===== src/rtl/wt_cache_pkg.sv =====
package wt_cache_pkg;

    // Controller states
    typedef enum logic [2:0] {
        CS_IDLE,      // no memory traffic
        CS_FILL,      // read miss waiting for memory byte
        CS_WT_OPEN,   // write outstanding, no read served
        CS_WT_ONE,    // write outstanding, one read hit served
        CS_WT_FULL    // write outstanding, two read hits served
    } cs_state_e;

endpackage


===== src/rtl/wtc_tag_store.sv =====
module wtc_tag_store #(
    parameter int SETS  = 4,
    parameter int TAG_W = 3,
    localparam int SET_W = $clog2(SETS)
) (
    input  logic             clk,
    input  logic             rst_n,
    input  logic [SET_W-1:0] lk_set,
    input  logic [TAG_W-1:0] lk_tag,
    output logic             lk_hit,
    output logic             lk_way,
    output logic [1:0]       lk_valid,
    input  logic             wr_en,
    input  logic [SET_W-1:0] wr_set,
    input  logic             wr_way,
    input  logic [TAG_W-1:0] wr_tag
);

    logic [TAG_W-1:0] tag_q [SETS][2];
    logic [1:0]       vld_q [SETS];
    logic [1:0]       way_match;

    // Parallel compare across both ways of the selected set
    for (genvar w = 0; w < 2; w++) begin : g_cmp
        assign way_match[w] = vld_q[lk_set][w] && (tag_q[lk_set][w] == lk_tag);
    end

    assign lk_hit   = |way_match;
    assign lk_way   = way_match[1];
    assign lk_valid = vld_q[lk_set];

    always_ff @(posedge clk) begin
        if (!rst_n) begin
            for (int s = 0; s < SETS; s++) begin
                vld_q[s] <= 2'b00;
            end
        end else if (wr_en) begin
            vld_q[wr_set][wr_way] <= 1'b1;
        end
    end

    always_ff @(posedge clk) begin
        if (wr_en) begin
            tag_q[wr_set][wr_way] <= wr_tag;
        end
    end

endmodule


===== src/rtl/wtc_data_store.sv =====
module wtc_data_store #(
    parameter int SETS   = 4,
    parameter int DATA_W = 8,
    localparam int SET_W = $clog2(SETS)
) (
    input  logic              clk,
    input  logic [SET_W-1:0]  rd_set,
    input  logic              rd_way,
    output logic [DATA_W-1:0] rd_data,
    input  logic              wr_en,
    input  logic [SET_W-1:0]  wr_set,
    input  logic              wr_way,
    input  logic [DATA_W-1:0] wr_data
);

    logic [DATA_W-1:0] byte_q [SETS][2];

    assign rd_data = byte_q[rd_set][rd_way];

    always_ff @(posedge clk) begin
        if (wr_en) begin
            byte_q[wr_set][wr_way] <= wr_data;
        end
    end

endmodule


===== src/rtl/wtc_lru.sv =====
module wtc_lru #(
    parameter int SETS = 4,
    localparam int SET_W = $clog2(SETS)
) (
    input  logic             clk,
    input  logic             rst_n,
    input  logic [SET_W-1:0] q_set,
    input  logic [1:0]       q_valid,
    output logic             victim,
    input  logic             touch_en,
    input  logic [SET_W-1:0] touch_set,
    input  logic             touch_way
);

    // One bit per set naming the least recently used way
    logic [SETS-1:0] lru_q;

    always_comb begin
        if (!q_valid[0]) begin
            victim = 1'b0;
        end else if (!q_valid[1]) begin
            victim = 1'b1;
        end else begin
            victim = lru_q[q_set];
        end
    end

    always_ff @(posedge clk) begin
        if (!rst_n) begin
            lru_q <= '0;
        end else if (touch_en) begin
            lru_q[touch_set] <= ~touch_way;
        end
    end

endmodule


===== src/rtl/wtc_ctrl.sv =====
module wtc_ctrl
    import wt_cache_pkg::*;
#(
    parameter int SET_W  = 2,
    parameter int TAG_W  = 3,
    parameter int DATA_W = 8,
    localparam int ADDR_W = SET_W + TAG_W
) (
    input  logic              clk,
    input  logic              rst_n,
    input  logic              cpu_rd,
    input  logic              cpu_wr,
    input  logic [ADDR_W-1:0] cpu_addr,
    input  logic [DATA_W-1:0] cpu_wdata,
    output logic [DATA_W-1:0] cpu_rdata,
    output logic              cpu_rvalid,
    output logic              cpu_busy,
    input  logic              lk_hit,
    input  logic              lk_way,
    input  logic [DATA_W-1:0] lk_data,
    input  logic              victim,
    output logic              mem_req,
    output logic              mem_we,
    output logic [ADDR_W-1:0] mem_addr,
    output logic [DATA_W-1:0] mem_wdata,
    input  logic              mem_ack,
    input  logic [DATA_W-1:0] mem_rdata,
    output logic              upd_tag_en,
    output logic              upd_data_en,
    output logic              upd_touch_en,
    output logic [SET_W-1:0]  upd_set,
    output logic              upd_way,
    output logic [TAG_W-1:0]  upd_tag,
    output logic [DATA_W-1:0] upd_data
);

    cs_state_e state_q, state_d;

    logic              busy;
    logic              wr_ok;
    logic              rd_hit_ok;
    logic              rd_miss_ok;
    logic              fill_done;
    logic [SET_W-1:0]  cur_set;
    logic [TAG_W-1:0]  cur_tag;

    logic [SET_W-1:0]  fill_set_q;
    logic [TAG_W-1:0]  fill_tag_q;
    logic              fill_way_q;
    logic              req_q;
    logic              we_q;
    logic [ADDR_W-1:0] addr_q;
    logic [DATA_W-1:0] wdata_q;
    logic [DATA_W-1:0] rdata_q;
    logic              rvalid_q;

    assign cur_set = cpu_addr[ADDR_W-1 -: SET_W];
    assign cur_tag = cpu_addr[TAG_W-1:0];

    // State register
    always_ff @(posedge clk) begin
        if (!rst_n) begin
            state_q <= CS_IDLE;
        end else begin
            state_q <= state_d;
        end
    end

    // Next state, acceptance and update controls
    always_comb begin
        state_d    = state_q;
        busy       = 1'b0;
        wr_ok      = 1'b0;
        rd_hit_ok  = 1'b0;
        rd_miss_ok = 1'b0;
        fill_done  = 1'b0;
        unique case (state_q)
            CS_IDLE: begin
                wr_ok      = cpu_wr;
                rd_hit_ok  = cpu_rd && !cpu_wr && lk_hit;
                rd_miss_ok = cpu_rd && !cpu_wr && !lk_hit;
                if (wr_ok) begin
                    state_d = CS_WT_OPEN;
                end else if (rd_miss_ok) begin
                    state_d = CS_FILL;
                end
            end
            CS_FILL: begin
                busy      = 1'b1;
                fill_done = mem_ack;
                if (mem_ack) begin
                    state_d = CS_IDLE;
                end
            end
            CS_WT_OPEN: begin
                busy      = cpu_wr || (cpu_rd && !lk_hit);
                rd_hit_ok = cpu_rd && !cpu_wr && lk_hit;
                if (mem_ack) begin
                    state_d = CS_IDLE;
                end else if (rd_hit_ok) begin
                    state_d = CS_WT_ONE;
                end
            end
            CS_WT_ONE: begin
                busy      = cpu_wr || (cpu_rd && !lk_hit);
                rd_hit_ok = cpu_rd && !cpu_wr && lk_hit;
                if (mem_ack) begin
                    state_d = CS_IDLE;
                end else if (rd_hit_ok) begin
                    state_d = CS_WT_FULL;
                end
            end
            CS_WT_FULL: begin
                busy = 1'b1;
                if (mem_ack) begin
                    state_d = CS_IDLE;
                end
            end
            default: begin
                state_d = CS_IDLE;
            end
        endcase

        upd_tag_en   = 1'b0;
        upd_data_en  = 1'b0;
        upd_touch_en = 1'b0;
        upd_set      = cur_set;
        upd_way      = lk_way;
        upd_tag      = cur_tag;
        upd_data     = cpu_wdata;
        if (fill_done) begin
            upd_tag_en   = 1'b1;
            upd_data_en  = 1'b1;
            upd_touch_en = 1'b1;
            upd_set      = fill_set_q;
            upd_way      = fill_way_q;
            upd_tag      = fill_tag_q;
            upd_data     = mem_rdata;
        end else if (wr_ok) begin
            upd_tag_en   = 1'b1;
            upd_data_en  = 1'b1;
            upd_touch_en = 1'b1;
            upd_way      = lk_hit ? lk_way : victim;
        end else if (rd_hit_ok) begin
            upd_touch_en = 1'b1;
        end
    end

    // Datapath registers
    always_ff @(posedge clk) begin
        if (!rst_n) begin
            req_q      <= 1'b0;
            we_q       <= 1'b0;
            addr_q     <= '0;
            wdata_q    <= '0;
            rdata_q    <= '0;
            rvalid_q   <= 1'b0;
            fill_set_q <= '0;
            fill_tag_q <= '0;
            fill_way_q <= 1'b0;
        end else begin
            rvalid_q <= rd_hit_ok || fill_done;
            if (fill_done) begin
                rdata_q <= mem_rdata;
            end else if (rd_hit_ok) begin
                rdata_q <= lk_data;
            end
            if (req_q && mem_ack) begin
                req_q <= 1'b0;
            end
            if (wr_ok) begin
                req_q   <= 1'b1;
                we_q    <= 1'b1;
                addr_q  <= cpu_addr;
                wdata_q <= cpu_wdata;
            end else if (rd_miss_ok) begin
                req_q      <= 1'b1;
                we_q       <= 1'b0;
                addr_q     <= cpu_addr;
                fill_set_q <= cur_set;
                fill_tag_q <= cur_tag;
                fill_way_q <= victim;
            end
        end
    end

    assign cpu_busy   = busy;
    assign cpu_rdata  = rdata_q;
    assign cpu_rvalid = rvalid_q;
    assign mem_req    = req_q;
    assign mem_we     = we_q;
    assign mem_addr   = addr_q;
    assign mem_wdata  = wdata_q;

endmodule


===== src/rtl/wt_cache.sv =====
module wt_cache #(
    parameter int SETS   = 4,
    parameter int TAG_W  = 3,
    parameter int DATA_W = 8,
    localparam int SET_W  = $clog2(SETS),
    localparam int ADDR_W = SET_W + TAG_W
) (
    input  logic              clk,
    input  logic              rst_n,
    input  logic              cpu_rd,
    input  logic              cpu_wr,
    input  logic [ADDR_W-1:0] cpu_addr,
    input  logic [DATA_W-1:0] cpu_wdata,
    output logic [DATA_W-1:0] cpu_rdata,
    output logic              cpu_rvalid,
    output logic              cpu_busy,
    output logic              mem_req,
    output logic              mem_we,
    output logic [ADDR_W-1:0] mem_addr,
    output logic [DATA_W-1:0] mem_wdata,
    input  logic              mem_ack,
    input  logic [DATA_W-1:0] mem_rdata
);

    logic [SET_W-1:0]  lookup_set;
    logic [TAG_W-1:0]  lookup_tag;
    logic              lookup_hit;
    logic              lookup_way;
    logic [1:0]        lookup_valid;
    logic [DATA_W-1:0] lookup_data;
    logic              victim_way;

    logic              upd_tag_en;
    logic              upd_data_en;
    logic              upd_touch_en;
    logic [SET_W-1:0]  upd_set;
    logic              upd_way;
    logic [TAG_W-1:0]  upd_tag;
    logic [DATA_W-1:0] upd_data;

    assign lookup_set = cpu_addr[ADDR_W-1 -: SET_W];
    assign lookup_tag = cpu_addr[TAG_W-1:0];

    wtc_tag_store #(.SETS(SETS), .TAG_W(TAG_W)) u_tags (
        .clk      (clk),
        .rst_n    (rst_n),
        .lk_set   (lookup_set),
        .lk_tag   (lookup_tag),
        .lk_hit   (lookup_hit),
        .lk_way   (lookup_way),
        .lk_valid (lookup_valid),
        .wr_en    (upd_tag_en),
        .wr_set   (upd_set),
        .wr_way   (upd_way),
        .wr_tag   (upd_tag)
    );

    wtc_data_store #(.SETS(SETS), .DATA_W(DATA_W)) u_data (
        .clk     (clk),
        .rd_set  (lookup_set),
        .rd_way  (lookup_way),
        .rd_data (lookup_data),
        .wr_en   (upd_data_en),
        .wr_set  (upd_set),
        .wr_way  (upd_way),
        .wr_data (upd_data)
    );

    wtc_lru #(.SETS(SETS)) u_lru (
        .clk       (clk),
        .rst_n     (rst_n),
        .q_set     (lookup_set),
        .q_valid   (lookup_valid),
        .victim    (victim_way),
        .touch_en  (upd_touch_en),
        .touch_set (upd_set),
        .touch_way (upd_way)
    );

    wtc_ctrl #(.SET_W(SET_W), .TAG_W(TAG_W), .DATA_W(DATA_W)) u_ctrl (
        .clk          (clk),
        .rst_n        (rst_n),
        .cpu_rd       (cpu_rd),
        .cpu_wr       (cpu_wr),
        .cpu_addr     (cpu_addr),
        .cpu_wdata    (cpu_wdata),
        .cpu_rdata    (cpu_rdata),
        .cpu_rvalid   (cpu_rvalid),
        .cpu_busy     (cpu_busy),
        .lk_hit       (lookup_hit),
        .lk_way       (lookup_way),
        .lk_data      (lookup_data),
        .victim       (victim_way),
        .mem_req      (mem_req),
        .mem_we       (mem_we),
        .mem_addr     (mem_addr),
        .mem_wdata    (mem_wdata),
        .mem_ack      (mem_ack),
        .mem_rdata    (mem_rdata),
        .upd_tag_en   (upd_tag_en),
        .upd_data_en  (upd_data_en),
        .upd_touch_en (upd_touch_en),
        .upd_set      (upd_set),
        .upd_way      (upd_way),
        .upd_tag      (upd_tag),
        .upd_data     (upd_data)
    );

endmodule


===== config.mk =====
export PLATFORM = sky130hd
export DESIGN_NAME = wt_cache
export DESIGN_NICKNAME = d
export VERILOG_FILES = /design/src/rtl/wt_cache_pkg.sv /design/src/rtl/wtc_tag_store.sv /design/src/rtl/wtc_data_store.sv /design/src/rtl/wtc_lru.sv /design/src/rtl/wtc_ctrl.sv /design/src/rtl/wt_cache.sv
export SDC_FILE = /design/constraint.sdc
export NUM_CORES = 1
export LEC_CHECK = 0
export BUFFER_PORTS_ARGS = -buffer_cell sky130_fd_sc_hd__buf_4
export CAP_MARGIN = 0
export CORE_MARGIN = 2
export CORE_UTILIZATION = 53
export CTS_BUF_LIST = sky130_fd_sc_hd__clkbuf_4 sky130_fd_sc_hd__clkbuf_8
export DETAILED_ROUTE_END_ITERATION = 10
export PLACE_DENSITY = 0.79
export SETUP_SLACK_MARGIN = 0.3
export SYNTH_ARGS = -nofsm -noshare
export SYNTH_HDL_FRONTEND = slang
export SYNTH_SLANG_ARGS = --single-unit

===== constraint.sdc =====
create_clock -name clk -period 3.6 [get_ports clk]
set_input_delay 0.72 -clock clk [delete_from_list [all_inputs] [get_ports clk]]
set_output_delay 0.72 -clock clk [all_outputs]
set_load 0.1 [all_outputs]

==> flow_metrics.tcl, run 1 <==
set metrics [dict create \
    async_flop_share 0 \
    synth_nets 399 \
    synth_area_leaders "edfxtp_1, dfxtp_1, mux4_2, mux2i_1, mux2_2" \
    hold_buffers 0 \
    drc 0 \
    dr_wl_met3_um 786 \
    io_pins 51 \
    cts_buffer_depth 2 \
    antenna_found_initial 0 \
    hp-class "flip-flop to flip-flop" \
    hold_viol 0 \
    synth.most_common_cell "edfxtp_1" \
    yosysSeqAreaShare 0.6443 \
    fmax_mhz 314.6 \
    fin_crit_sh 0.8830 \
    synth_cell_type_count 46 \
    synth_area_per_cell_um2 15.08 \
    holdWs_ps 469.2 \
    syn2layout_area_growth_pct 21.80 \
    drive_gt1_frac 0.3482 \
    cts_root_buf "clkbuf_8" \
    relSlewSlack 0.5181 \
    fin_cells 607 \
    yosysTopAreaCell "edfxtp_1" \
    vias 3585 \
    first_pass_iters 5 \
    io_buffers 50 \
    die_x_um 107.0 \
    yosys_warnings 0 \
    clk_latency_ps 440 \
    ir_drop_mv 0.3213 \
    ys.flop_type "edfxtp_1" \
    rsz0062_at_grt "no" \
    start_kind "primary input" \
    postLayoutCoreUtil 0.6636 \
    crit_fanout 5 \
    tightest_slew_ps 721.4 \
    start_util 0.5448 \
    synth_common_cells "edfxtp_1, dfxtp_1, nand2_1, mux4_2, nor2_1" \
    drv_slew 0 \
    synth_area_um2 5624 \
    cts_tree "done" \
    setup.worst_path.class "primary input to output pin" \
    power_density_nw_per_um2 601.9 \
    clock_sinks 133 \
    diodes 0 \
    min_period_ps 3179 \
    grt_max_degree 42 \
    core_area_um2 10320 \
    crit_required_ps 2880 \
    placedCellCount 567 \
    wl_met1_um 5266 \
    synth_top_area_share 0.5126 \
    globalRouteOverflowTotal 0 \
    grt_pass1_wl_um 19440 \
    grt_usage 0.2352 \
    dr_wl_met2_um 6651 \
    worstSetupEndpointType "output pin" \
    antenna_left 0 \
    cap_violations 0 \
    wl_um 12970 \
    synth_seq_cells 133 \
    first_global_vias 3585 \
    cp.arrival_ps 2460 \
    p_leak_nw 2.598 \
    top_layer "met4" \
    finalClockSkew_ps 13.11 \
    nets 484 \
    final.setup.tns_ps 0 \
    setup_viol 0 \
    globalplace.congestion 0.8026 \
    drt_iter0_markers 342 \
    status "finished, final reports clean" \
    clk_transition_reported_paths_ps 70 \
    syn_inst 373 \
    cts_htree_levels 4 \
    dpl.hpwl_um 8785 \
    cts_made_buffers 17 \
    die_y_um 107.0 \
    synth-edff-count 96 \
    wl_per_cell_um 21.36 \
    vias_per_cell 5.906 \
    design.die.area_um2 11450 \
    rows 37 \
]
==> final timing paths <==
kind	start	to	slack [ps]	depth (start not counted)
setup / recovery	cpu_addr[3]	cpu_busy	420	10
hold / removal	u_ctrl.mem_wdata[3]$_SDFFE_PN0P_	u_ctrl.mem_wdata[3]$_SDFFE_PN0P_	470	2
setup reg to reg	u_tags.tag_q[1][2]$_DFFE_PP_	u_data.byte_q[0][8]$_DFFE_PP_	660	9
hold reg to reg	u_ctrl.mem_wdata[3]$_SDFFE_PN0P_	u_ctrl.mem_wdata[3]$_SDFFE_PN0P_	470	2
==> power breakdown <==
group,internal (mW),switching [mW],leakage [nW]
combinational,0.282,0.603,1.19
clock,0.848,0.560,0.229
sequential,1.78,0.0542,1.18
total,2.91,1.22,2.60
==> logic make-up after synthesis <==
logic type,Yosys count,share of synthesized area
flops,133,0.6443
buf+inv,26,0.02047
xor+xnor,7,0.01357
compound gates,54,0.07631
mux,55,0.1573
simple gates,98,0.08810
==> registers in the layout, summed over array words and instances, names as in the netlist <==
name	count
u_ctrl.mem_addr	5
u_ctrl.mem_we	1
u_ctrl.cpu_rdata	8
u_lru.lru_q	4
u_tags.tag_q	24
u_data.byte_q	64
u_ctrl.fill_way_q	1
u_ctrl.state_q	3
u_ctrl.mem_req	1
u_ctrl.mem_wdata	8
u_ctrl.cpu_rvalid	1
u_tags.vld_q	8
u_ctrl.fill_set_q	2
u_ctrl.fill_tag_q	3
==> repair_timing <==
action / in CTS / in global routing
pin swaps: 2 / 0
buffers inserted: 2 / 6
endpoints found under the setup margin: 1 / 1
gates cloned: 0 / 0
gates resized for setup: 4 / 3
==> through the flow <==
stage,worst slack [ps],area (um2),total power [mW]
after floorplan,188.1,5633,2.471
after global placement,161.3,6311,2.692
after detailed placement,0.1084,6311,2.724
after CTS,338.8,6790,4.116
after global routing,336.5,6850,4.263
final,421.2,6850,4.123
==> placed cells by master (no fill, tap or decap), drive strengths merged, types with 7 or more instances in the layout <==
master / netlist / routed
dfxtp: 37 / 37
nor3: 10 / 10
edfxtp: 96 / 96
a21boi: 10 / 10
mux4: 25 / 25
buf: 6 / 86
mux2i: 19 / 19
a211oi: 8 / 8
mux2: 11 / 11
clkbuf: 14 / 21
nor2b: 15 / 15
nand2: 27 / 27
xnor2: 7 / 7
nor2: 23 / 23
a21o: 8 / 8
==> cell type report <==
cell class	count	area [um2]
Multi-Input combinational cell	214	1923
Timing Repair Buffer	86	665.6
Clock buffer	21	264.0
Fill cell	690	3473
Sequential cell	133	3623
Inverter	6	22.52
Clock inverter	11	181.4
Tap cell	136	170.2
==> critical path, cell delays in order <==
cell and delay (ps):
buf_4 120, buf_12 120, mux4_2 530, xnor2_2 170
nand4_2 150, a31oi_2 230, nor2_1 60, nand2_1 100
o21ai_2 70, buf_8 190
==> layer usage <==
metal,vias to the layer above,track usage
met5,-,0
met4,0,0.09184
met3,23,0.06322
met2,144,0.3876
met1,1817,0.2983
li1,1601,-
Note: power is estimated with default switching activity, not from simulation.
==> run 2: changes to the inputs <==
--- a/config.mk
+++ b/config.mk
@@ -11,7 +11,7 @@
 export CORE_UTILIZATION = 53
 export CTS_BUF_LIST = sky130_fd_sc_hd__clkbuf_4 sky130_fd_sc_hd__clkbuf_8
 export DETAILED_ROUTE_END_ITERATION = 10
-export PLACE_DENSITY = 0.79
+export PLACE_DENSITY = 0.76
 export SETUP_SLACK_MARGIN = 0.3
 export SYNTH_ARGS = -nofsm -noshare
 export SYNTH_HDL_FRONTEND = slang
==> constraint.sdc (replaced) <==
create_clock -name clk -period 3.8 [get_ports clk]
set_input_delay 0.76 -clock clk [delete_from_list [all_inputs] [get_ports clk]]
set_output_delay 0.76 -clock clk [all_outputs]
set_load 0.1 [all_outputs]
==> flow_metrics.tcl, run 2 (synthesized netlist as in run 1, its figures left out) <==
set metrics [dict create \
    drt_iter0_markers 261 \
    io_pins 51 \
    top_regs "u_data.byte_q x64, u_tags.tag_q x24" \
    top_register "u_data.byte_q" \
    tightest_slew_ps 738.1 \
    clk_transition_reported_paths_ps 70 \
    hp-class "flip-flop to flip-flop" \
    globalplace.congestion 0.8318 \
    diodes 0 \
    fmax_mhz 297.6 \
    placedCellCount 565 \
    fin_crit_sh 0.8843 \
    status "finished, final reports clean" \
    io_buffers 50 \
    antenna_found_initial 0 \
    drive_gt1_frac 0.3312 \
    worstSetupEndpointType "output pin" \
    crit_path_cell_trace "buf_4 -> mux4_2 -> xnor2_1 -> nand4_2 -> a31oi_2 -> nor2_1 -> nand2_1 -> o21ai_2 -> buf_6" \
    setup_viol 0 \
    vias_per_cell 5.851 \
    wl_um 12180 \
    finalClockSkew_ps 11.25 \
    drc 0 \
    crit_fanout 9 \
    final.setup.tns_ps 0 \
    start_kind "primary input" \
    critPathMaxStageDelay_ps 520 \
    grt_usage 0.2261 \
    cap_violations 0 \
    fin_cells 598 \
    cts_root_buf "clkbuf_8" \
    hold_viol 0 \
    wl_per_cell_um 20.37 \
    cp.arrival_ps 2600 \
    first_pass_iters 5 \
    clk_latency_ps 430 \
    fillers 733 \
    grt_pass1_wl_um 18920 \
    first_global_vias 3458 \
    globalRouteOverflowTotal 0 \
    ir_drop_mv 0.2935 \
    largest_register_ffs 64 \
    rsz0062_at_grt "no" \
    relSlewSlack 0.5056 \
    design.die.area_um2 11450 \
    final_cell_mix "edfxtp_1, buf_4, dfxtp_1" \
    dpl.hpwl_um 8180 \
    core_area_um2 10320 \
    die_y_um 107.0 \
    syn2layout_area_growth_pct 19.49 \
    clock_sinks 133 \
    critical-path-slowest-cell "mux4_2" \
    cts_htree_levels 4 \
    drv_slew 0 \
    cts_buffer_depth 2 \
    cts_made_buffers 17 \
    grt_max_degree 42 \
    rows 37 \
    cts_tree "done" \
    min_period_ps 3360 \
    setup.worst_path.class "primary input to output pin" \
    antenna_left 0 \
    final_common_cell "edfxtp_1" \
    p_leak_nw 2.516 \
    nets 475 \
    die_x_um 107.0 \
    start_util 0.5448 \
    crit_required_ps 3040 \
    power_density_nw_per_um2 556.6 \
    vias 3499 \
]
==> run 2: changes by cell type in the layout (fill, tap and decap cells not counted) <==
| cell | change |
|---|---|
| buf_12 | -1 |
| buf_4 | -9 |
| buf_6 | +2 |
| buf_8 | -1 |
| bufinv_16 | -2 |
| clkbuf_4 | -3 |
| clkinv_1 | +1 |
| clkinv_2 | -1 |
| clkinv_4 | +2 |
| clkinvlp_4 | +2 |
| inv_6 | +1 |
| xnor2_1 | +1 |
| xnor2_2 | -1 |
==> run 2: path summary, 6_finish.rpt <==
check / end / slack, ps / cells after the start / startpoint
hold / removal: u_ctrl.mem_wdata[4]$_SDFFE_PN0P_ / 460 / 2 / u_ctrl.mem_wdata[4]$_SDFFE_PN0P_
setup reg to reg: u_data.byte_q[1][0]$_DFFE_PP_ / 900 / 9 / u_tags.tag_q[2][2]$_DFFE_PP_
setup / recovery: cpu_busy / 440 / 9 / cpu_addr[3]
hold reg to reg: u_ctrl.mem_wdata[4]$_SDFFE_PN0P_ / 460 / 2 / u_ctrl.mem_wdata[4]$_SDFFE_PN0P_
==> run 2: report_power, final <==
part           internal (mW)  switching (mW)  total, mW
Combinational          0.255           0.560      0.815
Clock                  0.651           0.543       1.19
Sequential              1.68          0.0491       1.73
==> run 2: through the flow <==
stage	util	instance area (um2)	power, mW	setup WS, ps	hold WS (ps)
final	0.6510	6720	3.740	439.7	464.8
after CTS	0.6496	6706	3.755	326.3	468.7
after floorplan	-	5633	2.341	348.1	479.8
after global routing	0.6510	6720	3.874	310.0	485.6
after global placement	0.6099	6296	2.550	248.0	453.0
after detailed placement	0.6099	6296	2.572	182.4	458.1
==> run 2: final cells by class <==
class / count / area (um2) / share of cell area
clock buffers: 18 / 241.5 / 0.03593
clock inverters: 14 / 161.4 / 0.02402
inverters: 6 / 22.52 / 0.003351
multi-input cells: 214 / 1916 / 0.2850
flip-flops and latches: 133 / 3623 / 0.5392
well taps: 136 / 170.2 / 0.02532
repair buffers: 77 / 585.6 / 0.08713
==> run 2: critical path, delay by kind of cell <==
kind,cells,cell delay (ps)
AO/OA/AOI/OAI,2,340
XOR/XNOR,1,200
buffers and inverters,2,370
multiplexers,1,520
AND/OR/NAND/NOR,3,400
==> run 2: what timing repair did <==
item                                    CTS  global route
endpoints found under the setup margin    1             1
buffers inserted                          1             0
cloned                                    0             0
pin swaps                                 1             0
resized for setup                         0             3
hold buffers                              0             0
==> run 2: routing by layer <==
metal,share of wire,track usage,routed length [um]
met2,0.49,0.3635,5984
met5,0,0,0
met1,0.42,0.2998,5144
met3,0.073,0.06444,887
met4,0.014,0.07236,165
==> run 3: changes to the inputs <==
--- a/config.mk
+++ b/config.mk
@@ -7,11 +7,13 @@
 export LEC_CHECK = 0
 export BUFFER_PORTS_ARGS = -buffer_cell sky130_fd_sc_hd__buf_4
 export CAP_MARGIN = 0
+export CELL_PAD_IN_SITES_DETAIL_PLACEMENT = 0
+export CELL_PAD_IN_SITES_GLOBAL_PLACEMENT = 1
 export CORE_MARGIN = 2
 export CORE_UTILIZATION = 53
 export CTS_BUF_LIST = sky130_fd_sc_hd__clkbuf_4 sky130_fd_sc_hd__clkbuf_8
 export DETAILED_ROUTE_END_ITERATION = 10
-export PLACE_DENSITY = 0.76
+export PLACE_DENSITY = 0.88
 export SETUP_SLACK_MARGIN = 0.3
 export SYNTH_ARGS = -nofsm -noshare
 export SYNTH_HDL_FRONTEND = slang
==> flow_metrics.tcl, run 3 (synthesized netlist as in run 1, its figures left out) <==
set metrics [dict create \
    cap_violations 0 \
    grt_pass1_wl_um 20130 \
    top_regs "u_data.byte_q x64, u_tags.tag_q x24" \
    min_period_ps 3393 \
    antenna_left 0 \
    cts_tree "done" \
    drive_gt1_frac 0.3433 \
    power_frac_seq 0.439 \
    start_kind "primary input" \
    pwr-share-clk 0.348 \
    final_cell_mix "edfxtp_1, buf_4, dfxtp_1" \
    vias_per_cell 5.852 \
    path_common_cell "buf_6" \
    vias 3523 \
    intPower_mw 2.759 \
    die_y_um 107.0 \
    cts_root_buf "clkbuf_8" \
    cp.arrival_ps 2630 \
    finish.instance_area_um2 6832 \
    final_common_cell "edfxtp_1" \
    clk_transition_reported_paths_ps 80 \
    top_register "u_data.byte_q" \
    antenna_found_initial 0 \
    drt_iter0_markers 276 \
    grt_usage 0.2420 \
    cts_setup_buffers 0 \
    first_pass_iters 5 \
    fillers 725 \
    rsz0062_at_grt "no" \
    relSlewSlack 0.4150 \
    holdWs_ps 464.9 \
    p_sw_mw 1.186 \
    tightest_slew_ps 872.8 \
    hp-class "flip-flop to flip-flop" \
    fin_crit_sh 0.8929 \
    diodes 0 \
    start_util 0.5448 \
    status "finished, final reports clean" \
    place_area_um2 6334 \
    power_density_nw_per_um2 577.6 \
    design.die.area_um2 11450 \
    globalplace.congestion 0.8160 \
    final.setup.tns_ps 0 \
    crit_required_ps 3040 \
    crit_fanout 9 \
    fmax_mhz 294.7 \
    drc 0 \
    postLayoutCoreUtil 0.6617 \
    ir_drop_mv 0.3080 \
    power_mw 3.946 \
    p_leak_nw 2.577 \
    combPwrFrac 0.213 \
    syn2layout_area_growth_pct 21.47 \
    clk_latency_ps 440 \
    whs_path_depth 2 \
    wl_per_cell_um 21.33 \
    core_area_um2 10320 \
    largest_register_ffs 64 \
    nets 479 \
    worstSetupEndpointType "output pin" \
    multi_input_area_um2 1932 \
    setup.worst_path.class "primary input to output pin" \
    hold_buffers 0 \
    first_global_vias 3563 \
    crit_path_cell_trace "buf_4 -> buf_6 -> mux4_2 -> xnor2_2 -> nand4_2 -> a31oi_4 -> nor2_1 -> nand2_1 -> o21ai_2 -> buf_6" \
    die_x_um 107.0 \
    critical-path-slowest-cell "mux4_2" \
    io_buffers 50 \
    grt_max_degree 42 \
    drv_slew 0 \
    cts_htree_levels 4 \
    wl_um 12840 \
    cts_buffer_depth 2 \
    dpl.hpwl_um 8410 \
    rows 37 \
    cts_made_buffers 17 \
    hold_viol 0 \
    regArea_um2 3623 \
    reg2reg_depth 8 \
    io_pins 51 \
    finalClockSkew_ps 13.81 \
    switching_share 0.3007 \
    clock_sinks 133 \
    critPathMaxStageDelay_ps 540 \
    globalRouteOverflowTotal 0 \
    setup_viol 0 \
]
==> run 3: changes by cell type in the layout (fill, tap and decap cells not counted), sizes merged <==
cell      previous run  this run
clkinvlp             3         1
inv                  7        10
clkinv               7         4
bufinv               3         5
buf                 77        81
==> run 3: stage by stage <==
step / setup slack, ps / instances
finish: 407.0 / 602
global route: 281.1 / 602
CTS: 346.6 / 602
detailed placement: 267.7 / 570
global placement: 285.2 / 570
floorplan: 348.1 / 373
==> run 3: area by class of cell <==
type / instances / area share
tap: 136 / 0.02491
clock inverter: 14 / 0.03223
timing repair buffer: 81 / 0.09011
multi-input combinational: 214 / 0.2828
sequential: 133 / 0.5304
clock buffer: 18 / 0.03626
inverter: 6 / 0.003297
==> run 3: worst max-delay path: cells and delay by family <==
kind | cells | cell delay [ps]
mux | 1 | 540
buf+inv | 3 | 520
simple gates | 3 | 330
compound gates | 2 | 290
xor+xnor | 1 | 170
==> run 3: power by group through the flow <==
stage               Clock [mW]  Sequential (mW)  Combinational (mW)
CTS                       1.39             1.73               0.832
detailed placement           0             1.76               0.827
floorplan                    0             1.97               0.374
finish                    1.37             1.73               0.839
global route              1.44             1.74               0.889
global placement             0             1.76               0.814
==> run 3: repair_timing <==
action                                  in CTS  in global routing
pin swaps                                    0                  3
endpoints found under the setup margin       1                  1
resized for setup                            2                  3
==> run 3: final timing paths <==
kind | start | to | slack, ps
max | cpu_addr[3] | cpu_busy | 410
min | u_ctrl.mem_wdata[6]$_SDFFE_PN0P_ | u_ctrl.mem_wdata[6]$_SDFFE_PN0P_ | 460
max reg2reg | u_tags.tag_q[3][1]$_DFFE_PP_ | u_data.byte_q[1][7]$_DFFE_PP_ | 740
min reg2reg | u_ctrl.mem_wdata[6]$_SDFFE_PN0P_ | u_ctrl.mem_wdata[6]$_SDFFE_PN0P_ | 460
==> run 3: metal layers <==
layer | wire (um) | global-route usage | vias to the layer above
met3 | 855 | 0.05106 | 20
met5 | 0 | 0 | -
met4 | 178 | 0.08071 | 0
li1 | - | - | 1595
met1 | 5468 | 0.3364 | 1757
met2 | 6336 | 0.3840 | 151
